`config.mk`:
```
export PLATFORM = sky130hd
export DESIGN_NAME = serial_atten_ctrl
export DESIGN_NICKNAME = d
export VERILOG_FILES = /design/src/rtl/sac_pkg.sv /design/src/rtl/sac_sync_edge.sv /design/src/rtl/sac_frame_shift.sv /design/src/rtl/sac_commit_regs.sv /design/src/rtl/serial_atten_ctrl.sv
export SDC_FILE = /design/constraint.sdc
export NUM_CORES = 1
export LEC_CHECK = 0
export ABC_AREA = 1
export BUFFER_PORTS_ARGS = -buffer_cell sky130_fd_sc_hd__buf_2
export CORE_MARGIN = 5
export CORE_UTILIZATION = 50
export CTS_CLUSTER_SIZE = 20
export DETAILED_ROUTE_END_ITERATION = 10
export GPL_TIMING_DRIVEN = 0
export PLACE_DENSITY_LB_ADDON = 0.15
export SYNTH_ARGS = -nofsm -noshare
export SYNTH_HDL_FRONTEND = slang
export SYNTH_SLANG_ARGS = --single-unit
```
`constraint.sdc`:
```
create_clock -name clk -period 1.1 [get_ports clk]
set_clock_uncertainty 0.05 [all_clocks]
set_input_delay 0.11 -clock clk [delete_from_list [all_inputs] [get_ports clk]]
set_output_delay 0.11 -clock clk [all_outputs]
set_load 0.02 [all_outputs]
```
`src/rtl/sac_pkg.sv`:
```
// Shared types and constants for the serial attenuator control port.
// Assumes a 6-bit attenuator code in 0.5 dB units with a 25.5 dB ceiling.
package sac_pkg;
    localparam int ATT_W   = 6;
    localparam int ATT_MAX = 51;

    typedef struct packed {
        logic [ATT_W-1:0] atten;
        logic             rf_y;
        logic             lo_b;
        logic             en_n;
    } ctl_t;

    // Clamp a raw attenuator code to the legal maximum.
    function automatic logic [ATT_W-1:0] clamp_atten(input logic [ATT_W-1:0] raw);
        if (raw > ATT_W'(ATT_MAX)) return ATT_W'(ATT_MAX);
        return raw;
    endfunction
endpackage

```
`src/rtl/sac_sync_edge.sv`:
```
// Multi-bit synchronizer with rising-edge detection.
// Each bit is an independent asynchronous level. Every bit passes through a
// STAGES-deep flop chain, so bits that were stable together stay aligned.
module sac_sync_edge #(
    parameter int           W       = 4,
    parameter int           STAGES  = 2,
    parameter logic [W-1:0] RST_VAL = '0
) (
    input  logic         clk,
    input  logic         rst_n,
    input  logic [W-1:0] async_in,
    output logic [W-1:0] lvl,
    output logic [W-1:0] rise
);
    logic [W-1:0] lvl_d;

    for (genvar g = 0; g < W; g++) begin : g_bit
        logic [STAGES-1:0] chain;

        // Shift the asynchronous level through the synchronizer chain.
        always_ff @(posedge clk) begin
            if (!rst_n) chain <= {STAGES{RST_VAL[g]}};
            else        chain <= {chain[STAGES-2:0], async_in[g]};
        end

        assign lvl[g]  = chain[STAGES-1];
        assign rise[g] = lvl[g] & ~lvl_d[g];

        assert_rise_one_cycle_R1: assert property (@(posedge clk) disable iff (!rst_n)
            rise[g] |=> !rise[g]);
    end

    // Keep the previous synchronized level for edge detection.
    always_ff @(posedge clk) begin
        if (!rst_n) lvl_d <= RST_VAL;
        else        lvl_d <= lvl;
    end
endmodule

```
`src/rtl/sac_frame_shift.sv`:
```
// Serial frame shifter and length checker.
// Takes one bit per shift strobe while the select is active, and counts the
// strobes, saturating one past the frame length. A commit strobe is raised on
// the select's rising edge only when exactly FRAME_BITS strobes arrived.
module sac_frame_shift #(
    parameter int FRAME_BITS = 16
) (
    input  logic                  clk,
    input  logic                  rst_n,
    input  logic                  shift_en,
    input  logic                  din,
    input  logic                  csn_lvl,
    input  logic                  csn_rise,
    output logic [FRAME_BITS-1:0] frame,
    output logic                  commit
);
    localparam int CNT_MAX = FRAME_BITS + 1;
    localparam int CNT_W   = $clog2(CNT_MAX + 1);

    logic [CNT_W-1:0]      cnt;
    logic [FRAME_BITS-1:0] sr;

    // Shift data and count edges during a frame; clear the count while idle.
    always_ff @(posedge clk) begin
        if (!rst_n) begin
            cnt <= '0;
            sr  <= '0;
        end else if (csn_lvl) begin
            cnt <= '0;
        end else if (shift_en) begin
            sr <= {sr[FRAME_BITS-2:0], din};
            if (cnt != CNT_W'(CNT_MAX)) cnt <= cnt + 1'b1;
        end
    end

    assign frame  = sr;
    assign commit = csn_rise && (cnt == CNT_W'(FRAME_BITS));

    assert_cnt_bounded_R2: assert property (@(posedge clk) disable iff (!rst_n)
        cnt <= CNT_W'(CNT_MAX));
    assert_clear_after_commit_R2: assert property (@(posedge clk) disable iff (!rst_n)
        commit |=> (cnt == '0));
endmodule

```
`src/rtl/sac_commit_regs.sv`:
```
// Active control register bank.
// Decodes a committed frame: the data byte feeds the clamped attenuator code
// and address bits [2:0] feed the select and enable bits unless protected.
// Resets to maximum attenuation, input X, LO A, enabled.
module sac_commit_regs
    import sac_pkg::*;
#(
    parameter int FRAME_BITS = 16
) (
    input  logic                  clk,
    input  logic                  rst_n,
    input  logic                  commit,
    input  logic                  prot,
    input  logic [FRAME_BITS-1:0] frame,
    output ctl_t                  ctl
);
    localparam int ADDR_LSB = FRAME_BITS - 8;

    logic [7:0]       data_byte;
    logic [2:0]       addr_ctl;
    logic [ATT_W-1:0] code_next;

    assign data_byte = frame[7:0];
    assign addr_ctl  = frame[ADDR_LSB+2:ADDR_LSB];
    assign code_next = clamp_atten(data_byte[ATT_W:1]);

    // Load the active fields on a valid commit, honouring the protect input.
    always_ff @(posedge clk) begin
        if (!rst_n) begin
            ctl.atten <= ATT_W'(ATT_MAX);
            ctl.rf_y  <= 1'b0;
            ctl.lo_b  <= 1'b0;
            ctl.en_n  <= 1'b0;
        end else if (commit) begin
            ctl.atten <= code_next;
            if (!prot) begin
                ctl.rf_y <= addr_ctl[2];
                ctl.lo_b <= addr_ctl[1];
                ctl.en_n <= addr_ctl[0];
            end
        end
    end

    assert_atten_in_range_R4: assert property (@(posedge clk) disable iff (!rst_n)
        ctl.atten <= ATT_W'(ATT_MAX));
    assert_protect_holds_R6: assert property (@(posedge clk) disable iff (!rst_n)
        (commit && prot) |=> ($stable(ctl.rf_y) && $stable(ctl.lo_b) && $stable(ctl.en_n)));
    assert_no_change_without_commit_R9: assert property (@(posedge clk) disable iff (!rst_n)
        !commit |=> $stable(ctl));
endmodule

```
`src/rtl/serial_atten_ctrl.sv`:
```
// Top level of the serial attenuator control port.
// Synchronizes the three serial wires and the protect input, checks the
// frame length, commits valid frames and forms the power-down output.
// Assumes each serial clock phase lasts at least three system clocks.
module serial_atten_ctrl
    import sac_pkg::*;
#(
    parameter int FRAME_BITS  = 16,
    parameter int SYNC_STAGES = 2
) (
    input  logic             clk,
    input  logic             rst_n,
    input  logic             ser_clk,
    input  logic             ser_dat,
    input  logic             ser_csn,
    input  logic             prot_lock,
    input  logic             stby_pin,
    output logic [ATT_W-1:0] atten_code,
    output logic             rf_sel_y,
    output logic             lo_sel_b,
    output logic             en_n,
    output logic             pwr_down
);
    localparam int IDX_CLK = 0;
    localparam int IDX_DAT = 1;
    localparam int IDX_CSN = 2;
    localparam int IDX_PRT = 3;

    logic [3:0]            s_lvl;
    logic [3:0]            s_rise;
    logic [FRAME_BITS-1:0] frame;
    logic                  commit;
    logic                  shift_en;
    ctl_t                  ctl;

    sac_sync_edge #(
        .W(4), .STAGES(SYNC_STAGES), .RST_VAL(4'b0100)
    ) u_sync (
        .clk(clk), .rst_n(rst_n),
        .async_in({prot_lock, ser_csn, ser_dat, ser_clk}),
        .lvl(s_lvl), .rise(s_rise)
    );

    assign shift_en = s_rise[IDX_CLK] & ~s_lvl[IDX_CSN];

    sac_frame_shift #(.FRAME_BITS(FRAME_BITS)) u_shift (
        .clk(clk), .rst_n(rst_n),
        .shift_en(shift_en), .din(s_lvl[IDX_DAT]),
        .csn_lvl(s_lvl[IDX_CSN]), .csn_rise(s_rise[IDX_CSN]),
        .frame(frame), .commit(commit)
    );

    sac_commit_regs #(.FRAME_BITS(FRAME_BITS)) u_regs (
        .clk(clk), .rst_n(rst_n),
        .commit(commit), .prot(s_lvl[IDX_PRT]),
        .frame(frame), .ctl(ctl)
    );

    assign atten_code = ctl.atten;
    assign rf_sel_y   = ctl.rf_y;
    assign lo_sel_b   = ctl.lo_b;
    assign en_n       = ctl.en_n;
    assign pwr_down   = ctl.en_n | stby_pin;

    assert_pwrdn_follows_enable_R7: assert property (@(posedge clk) disable iff (!rst_n)
        en_n |-> pwr_down);
    assert_commit_only_on_select_rise_R2: assert property (@(posedge clk) disable iff (!rst_n)
        commit |-> s_lvl[IDX_CSN]);
endmodule

```
* Word level (Yosys, flattened, before mapping)
Index checks and enable logic that the tools add are counted.
** Storage, ports and cells
- Flip-flop bits (word level) :: 36
- Input bits :: 7
- Output and inout bits :: 10
- Word-level logic and storage cells :: 32
** Operators by class
- Add/sub/neg operators :: 1
- $lt $le $gt $ge :: 1
- Equal/unequal tests :: 2
- Mux-type cells :: 3
- Bitwise gates (word level) :: 9
- Reduce and logical (&&, ||, !) cells :: 5
** Operators by type and width (count)
- two-way mux 6 bit :: 2
- > comparator 6 bit (second input constant) :: 1
- AND reduction 2 bit :: 3
- adder 5 x 1 -> 5 bit (second input constant) :: 1
- == test 5 bit (second input constant) :: 1
- inequality test 5 bit (second input constant) :: 1
- inverter 1 bit :: 5
- bitwise AND 1 bit :: 3
- OR reduction 2 bit :: 1
- logical AND 1 bit :: 1
- two-way mux 1 bit :: 1
- OR 1 bit :: 1

* Depth between registers and ports, before layout
Gate-level depths: netlist of run 1.
- Depth after elaboration :: 4
- Mapped depth :: 8

* Hierarchy
From an unflattened synthesis of run 1, not the netlist that was laid out.
** Unflattened totals
- Cells, all modules :: 223
- Area, all modules :: 1701.6 µm²
** By module, submodules not included
- sac_frame_shift :: times used 1, cells each 114, area an instance 898.4 µm²
- sac_sync_edge :: times used 1, cells each 48, area an instance 397.9 µm²
- sac_commit_regs :: times used 1, cells each 56, area an instance 384.1 µm²
- serial_atten_ctrl :: times used 1, cells each 5, area an instance 21.3 µm²

* Worst setup path after synthesis of run 1
OpenSTA, ideal clock, no wires.
- Kind :: register to register
- Start :: reg u_shift.cnt[0]
- End :: reg, netlist name u_regs.ctl[6]
- Library setup time :: 0.070 ns
- Arrival :: 1.100 ns
- Path slack :: -0.120 ns
- Cell stages (with the launch flop) :: 8
- Path buffers :: 0
- Cells stage by stage :: dfxtp_1 > inv_1 > ha_1 > nand2_1 > nor2_4 > nand2_1 > nand2_1 > a21oi_1
** On the way
- Cells in the longest elaborated chain, start to end :: 2
** RTL lines
- start, declared :: line sac_frame_shift.sv:20 : logic [CNT_W-1:0] cnt;
- start signal, assigned :: line sac_frame_shift.sv:32 : if (cnt != CNT_W'(CNT_MAX)) cnt <= cnt + 1'b1;
- == test 5 bit :: line sac_frame_shift.sv:37 : assign commit = csn_rise && (cnt == CNT_W'(FRAME_BITS));
- logical AND 1 bit :: line sac_frame_shift.sv:37
No other way between the ends.
A chain may end at the register's enable or synchronous reset.

* Worst setup path in the final report of run 1
- Start :: reg u_shift.cnt[1]
- End :: reg, netlist name u_regs.ctl[1]
** On the way
- Cells in the longest elaborated chain, start to end :: 3
** RTL lines (line)
- == test 5 bit :: sac_frame_shift.sv:37
- logical AND 1 bit :: sac_frame_shift.sv:37
- AND reduction 2 bit (no source line)
No other way between the ends.

==> results.py, run 1 <==
metrics = {
    "status": {
        "status": "complete, but fails checks",
        "failed_checks": "negative setup slack",
    },
    "logic_synthesis": {
        "netlist_area_mm2": 0.00143,
        "synth_cell_types": 18,
        "ys_top_cells_by_count": "nand2_1, dfxtp_1, inv_1",
        "syn_avg_cell_area_um2": 7.44,
        "ys_seq_area_frac": 0.490,
        "yosysTopAreaCell": "dfxtp_1",
        "synth_edf_count": 0,
        "yosys.area.top_type_share": 0.490,
        "syn_nets": 202,
        "synthTopCellsByArea": "dfxtp_1, nand2_1, inv_1",
        "synthArstFlopShare": 0,
        "ys_ff_latch": 35,
        "netlist_instances": 192,
        "synth_warnings": 0,
        "ys.flop_type": "dfxtp_1",
        "yosysMostFrequentCell": "nand2_1",
    },
    "clocking": {
        "path_clk_slew_ns": 0.11,
        "clock_path_buffers": 2,
        "cts-root-buf": "clkbuf_4",
        "htree_num_levels": 2,
        "clk_latency_ns": 0.34,
        "cts_tree": "yes",
        "cts_sinks": 35,
        "numCtsBuffers": 5,
    },
    "critical_path": {
        "r2r-end": "u_regs.ctl[1]$_SDFFE_PN0P_",
        "worst-path-max-fanout": 5,
        "ff2ff_path_depth": 8,
        "path_cells": "inv_4 > ha_4 > nand2_4 > nor2_4 > buf_4 > nand4_1 > nand2_1 > nor2_1",
        "slowest_stage": "dfxtp_4",
        "timing.critical_path.from_type": "flip-flop",
        "r2r_slack_ns": -0.21,
        "path_class": "reg -> reg",
        "crit_path_end_kind": "flip-flop",
        "cp.buffers_inverters": 2,
        "r2r-start": "u_shift.cnt[1]$_SDFFE_PP0P_",
        "critical_path_required_ns": 1.30,
        "cp_data_arrival_time_ns": 1.51,
        "max_stage_delay_ns": 0.38,
        "path_delay_family": "simple AND/OR/NAND/NOR gates",
    },
    "power_and_ir_drop": {
        "p_per_area_mw_per_mm2": 1280,
        "p_leak_nw": 0.895,
        "vdd_drop_max_v": 0.00139,
    },
    "timing": {
        "fin_ws_ns": -0.209,
        "hold_viol": 0,
        "fmax_mhz": 764,
        "period_needed_ns": 1.31,
        "slew_headroom": 0.701,
        "period_share": 1.19,
        "setup_viol": 15,
        "timing.hold.ws_ns": 0.00370,
        "rsz0062_at_grt": "yes",
        "worst_pin_slew_ns": 0.449,
        "slew_viol_final": 0,
    },
    "cells_and_area": {
        "stdcell_count": 265,
        "fillers": 214,
        "num-nets-final": 243,
        "diodes": 0,
        "final_core_util": 0.723,
        "area_growth_pct": 39.6,
        "drive_gt1_frac": 0.376,
    },
    "routing": {
        "drtIter0Drc": 87,
        "dr_total_vias": 1312,
        "vias_per_cell": 4.95,
        "routed_wirelength_um": 3260,
        "first_pass_iters": 4,
        "route.detailed.drc": 0,
        "wl_per_cell_um": 12.3,
        "ant_nets": 0,
    },
    "placed_design": {
        "place_inst": 239,
        "place_ws_ns": -0.181,
        "portBuffers": 16,
        "place_congestion": 0.763,
        "dp_hpwl_um": 2010,
    },
    "min_path": {
        "holdPathEnd": "u_shift.frame[10]$_SDFFE_PN0P_",
        "holdCritPathClass": "in -> reg",
        "hp-start": "rst_n",
        "hold_depth": 3,
    },
    "floorplanning": {
        "die_area_mm2": 0.00403,
        "start_util": 0.518,
        "die_y_um": 63.5,
        "die_x_um": 63.5,
        "core-area_mm2": 0.00276,
        "ios": 17,
        "core.rowCount": 19,
    },
    "job": {
        "cap_violations": 0,
    },
    "global_routing": {
        "track_usage": 0.162,
        "antenna_found_initial": 0,
        "grt_max_degree": 13,
        "overflow": 0,
        "grt_pass1_wl_um": 5290,
        "grt_pass1_vias": 1257,
    },
}
[cell usage in the layout (no fill, tap or decap), drive strengths merged]
master        n
nand2        45
dfxtp        35
buf          33
inv          32
nor2         29
o21ai        15
a21oi        12
nand3         9
clkbuf        6
nand4         5
dlygate4sd3   4
or2           3
ha            3
bufinv        2
clkinvlp      1
[repair_timing]
item	4_1_cts	5_1_grt
pin swaps	9	12
hold buffers	4	0
setup buffers	8	6
endpoints found under the hold margin	4	0
resized for setup	26	31
setup endpoints to repair	26	26
[kinds of logic (layout without fill, tap and decap cells)]
group                      Yosys count  in the layout  synth area share
AOI/OAI and AO/OA                   27             27            0.0946
buffers and inverters               36             78             0.103
adders and majority gates            3              3            0.0263
DFF                                 35             35             0.490
and+or+nand+nor                     91             91             0.285
[layout make-up]
| cell class | count | area (µm²) | area share |
|---|---|---|---|
| repair buffers | 34 | 243 | 0.122 |
| clock inverters | 3 | 67.6 | 0.0339 |
| multi-input cells | 121 | 734 | 0.368 |
| clock buffers | 5 | 37.5 | 0.0188 |
| inverters | 32 | 125 | 0.0627 |
| plain buffers | 4 | 31.3 | 0.0157 |
| well taps | 31 | 38.8 | 0.0194 |
| flip-flops and latches | 35 | 717 | 0.359 |
[worst reg2reg max path, stage by stage (launching register included)]
cell,delay (ns)
dfxtp_4,0.38
inv_4,0.06
ha_4,0.14
nand2_4,0.05
nor2_4,0.19
buf_4,0.15
nand4_1,0.07
nand2_1,0.08
nor2_1,0.04
[through the flow]
step	instance area, µm²	total power, mW	setup TNS, ns
4_1_cts	1850	2.55	-1.47
2_1_floorplan	1450	1.38	-0.204
5_1_grt	1990	2.67	-3.35
6_report	1990	2.55	-2.07
3_5_place_dp	1570	1.40	-2.50
3_3_place_gp	1570	1.40	-2.19
[state kept, by name (all words and copies together), names as in the netlist]
signal and count:
u_shift.frame 11, u_regs.ctl 9, u_sync.g_bit.chain 8, u_shift.cnt 5, u_sync.lvl_d 2
[worst max path at each step]
stage / start / end / slack (ns) / cells past startpoint
2_1_floorplan: u_shift.cnt[1]$_SDFFE_PP0P_ / u_shift.cnt[0]$_SDFFE_PP0P_ / -0.03 / 8
3_3_place_gp: u_sync.g_bit[0].chain[1]$_SDFF_PN0_ / u_shift.cnt[1]$_SDFFE_PP0P_ / -0.16 / 5
6_report: u_shift.cnt[1]$_SDFFE_PP0P_ / u_regs.ctl[1]$_SDFFE_PN0P_ / -0.21 / 8
3_5_place_dp: u_sync.g_bit[0].chain[1]$_SDFF_PN0_ / u_shift.cnt[1]$_SDFFE_PP0P_ / -0.18 / 5
5_1_grt: u_shift.cnt[0]$_SDFFE_PP0P_ / u_regs.ctl[1]$_SDFFE_PN0P_ / -0.30 / 8
4_1_cts: u_shift.cnt[1]$_SDFFE_PP0P_ / u_regs.ctl[3]$_SDFFE_PN1P_ / -0.12 / 7
[routing by layer]
layer  vias to the layer above  routed length (µm)  global-route usage
met4                         0                  57              0.0545
met2                        25                1700               0.283
li1                        680                   -                   -
met5                         -                   0                   0
met3                         7                 125              0.0533
met1                       600                1380               0.184
[power breakdown]
part	total [mW]	switching (mW)	internal, mW
clock network	1.15	0.442	0.706
registers	1.29	0.0117	1.28
logic	0.109	0.0577	0.0515
(Power assumes the default switching activity.)
==> inputs of run 2 (changes only) <==
--- a/config.mk
+++ b/config.mk
@@ -13,6 +13,7 @@
 export DETAILED_ROUTE_END_ITERATION = 10
 export GPL_TIMING_DRIVEN = 0
 export PLACE_DENSITY_LB_ADDON = 0.15
+export SKIP_CTS_REPAIR_TIMING = 1
 export SYNTH_ARGS = -nofsm -noshare
 export SYNTH_HDL_FRONTEND = slang
 export SYNTH_SLANG_ARGS = --single-unit
==> run 2 against run 1 <==
Compared with the run above: the flow still finishes with violations (negative setup slack); cell count fell by 2.3%; critical path depth fell by 1; maximum frequency rose by 2.8%; largest cell class is now sequential cells; final area fell by 4.8%; combinational power fell by 4%; power barely moved.
==> results.py, run 2 (same netlist as run 1, synthesis figures left out) <==
metrics = {
    "clocking": {
        "path_clk_slew_ns": 0.11,
        "cts_tree": "yes",
        "htree_num_levels": 2,
        "cts-root-buf": "clkbuf_4",
        "numCtsBuffers": 5,
        "cts_sinks": 35,
        "clock_path_buffers": 2,
        "clk_latency_ns": 0.34,
    },
    "critical_path": {
        "timing.critical_path.from_type": "flip-flop",
        "cp_data_arrival_time_ns": 1.43,
        "worst-path-max-fanout": 6,
        "critical_path_required_ns": 1.26,
        "crit_path_end_kind": "flip-flop",
        "path_class": "reg -> reg",
    },
    "cells_and_area": {
        "final_cell_mix": "nand2_1, inv_1, dfxtp_1, nor2_1, buf_2",
        "layout_commonest_cell": "nand2_1",
        "largest_reg_flops": 11,
        "diodes": 0,
        "final_core_util": 0.688,
        "area_growth_pct": 32.8,
        "drive_gt1_frac": 0.329,
        "final_area_mm2": 0.00190,
        "num-nets-final": 237,
        "fillers": 237,
    },
    "floorplanning": {
        "core.rowCount": 19,
        "die_x_um": 63.5,
        "ios": 17,
        "die_y_um": 63.5,
        "die_area_mm2": 0.00403,
        "start_util": 0.518,
        "core-area_mm2": 0.00276,
    },
    "routing": {
        "ant_nets": 0,
        "first_pass_iters": 4,
        "route.detailed.drc": 0,
        "routed_wirelength_um": 2960,
        "wl_per_cell_um": 11.4,
        "drtIter0Drc": 55,
        "dr_total_vias": 1268,
        "vias_per_cell": 4.90,
    },
    "global_routing": {
        "grt_max_degree": 13,
        "antenna_found_initial": 0,
        "grt_pass1_wl_um": 5010,
        "track_usage": 0.154,
        "grt_pass1_vias": 1206,
        "overflow": 0,
    },
    "timing": {
        "period_needed_ns": 1.27,
        "fin_ws_ns": -0.174,
        "setup_viol": 15,
        "slew_viol_final": 0,
        "period_share": 1.16,
        "hold_viol": 0,
        "worst_pin_slew_ns": 0.479,
        "fmax_mhz": 785,
        "rsz0062_at_grt": "yes",
        "tns_ns": -1.91,
        "slew_headroom": 0.681,
    },
    "placed_design": {
        "place_ws_ns": -0.181,
        "portBuffers": 16,
        "place_congestion": 0.763,
        "dpl_cell_area_mm2": 0.00157,
        "dp_hpwl_um": 2010,
    },
    "power_and_ir_drop": {
        "p_leak_nw": 0.839,
        "p_per_area_mw_per_mm2": 1340,
        "finalPower_mw": 2.55,
        "vdd_drop_max_v": 0.00132,
    },
    "status": {
        "failed_checks": "negative setup slack",
        "status": "complete, but fails checks",
    },
    "job": {
        "cap_violations": 0,
    },
    "min_path": {
        "holdCritPathClass": "in -> reg",
    },
}
run 2: layout make-up:
type,count,area (µm²),area share
flip-flops and latches,35,717,0.378
multi-input cells,121,689,0.363
repair buffers,28,191,0.101
inverters,32,125,0.0659
clock inverters,3,67.6,0.0356
well taps,31,38.8,0.0204
clock buffers,5,37.5,0.0198
plain buffers,4,31.3,0.0165
run 2: routing by layer:
metal,global-route usage,up-vias,part of all wire
li1,-,665,-
met1,0.173,573,0.45
met2,0.264,23,0.50
met3,0.0533,7,0.036
met4,0.0597,0,0.023
met5,0,-,0
run 2: critical path: stages (launching register included):
cell	delay (ns)
dfxtp_4	0.39
inv_4	0.06
ha_4	0.14
nand2_4	0.05
nor2_4	0.17
nand2_4	0.12
nand2_1	0.08
nand3_1	0.08
run 2: final timing paths:
check,from,endpoint,slack [ns],cells past startpoint
worst max-delay path,u_shift.cnt[0]$_SDFFE_PP0P_,u_regs.ctl[4]$_SDFFE_PN1P_,-0.17,7
worst min-delay path,rst_n,u_shift.frame[10]$_SDFFE_PN0P_,0.01,3
worst max register to register,u_shift.cnt[0]$_SDFFE_PP0P_,u_regs.ctl[4]$_SDFFE_PN1P_,-0.17,7
worst min register to register,u_sync.g_bit[0].chain[0]$_SDFF_PN0_,u_sync.g_bit[0].chain[1]$_SDFF_PN0_,0.36,2
run 2: power breakdown:
part           internal [mW]  total (mW)  switching [mW]
Combinational         0.0496       0.105          0.0557
Sequential              1.28        1.29          0.0112
Clock                  0.706        1.15           0.446
run 2: through the flow:
| stage | hold WS (ns) | instances |
|---|---|---|
| final | 0.00971 | 259 |
| after floorplan | 0.158 | 192 |
| after global placement | 0.240 | 239 |
| after CTS | -0.112 | 247 |
| after global routing | 0.0232 | 259 |
| after detailed placement | 0.246 | 239 |
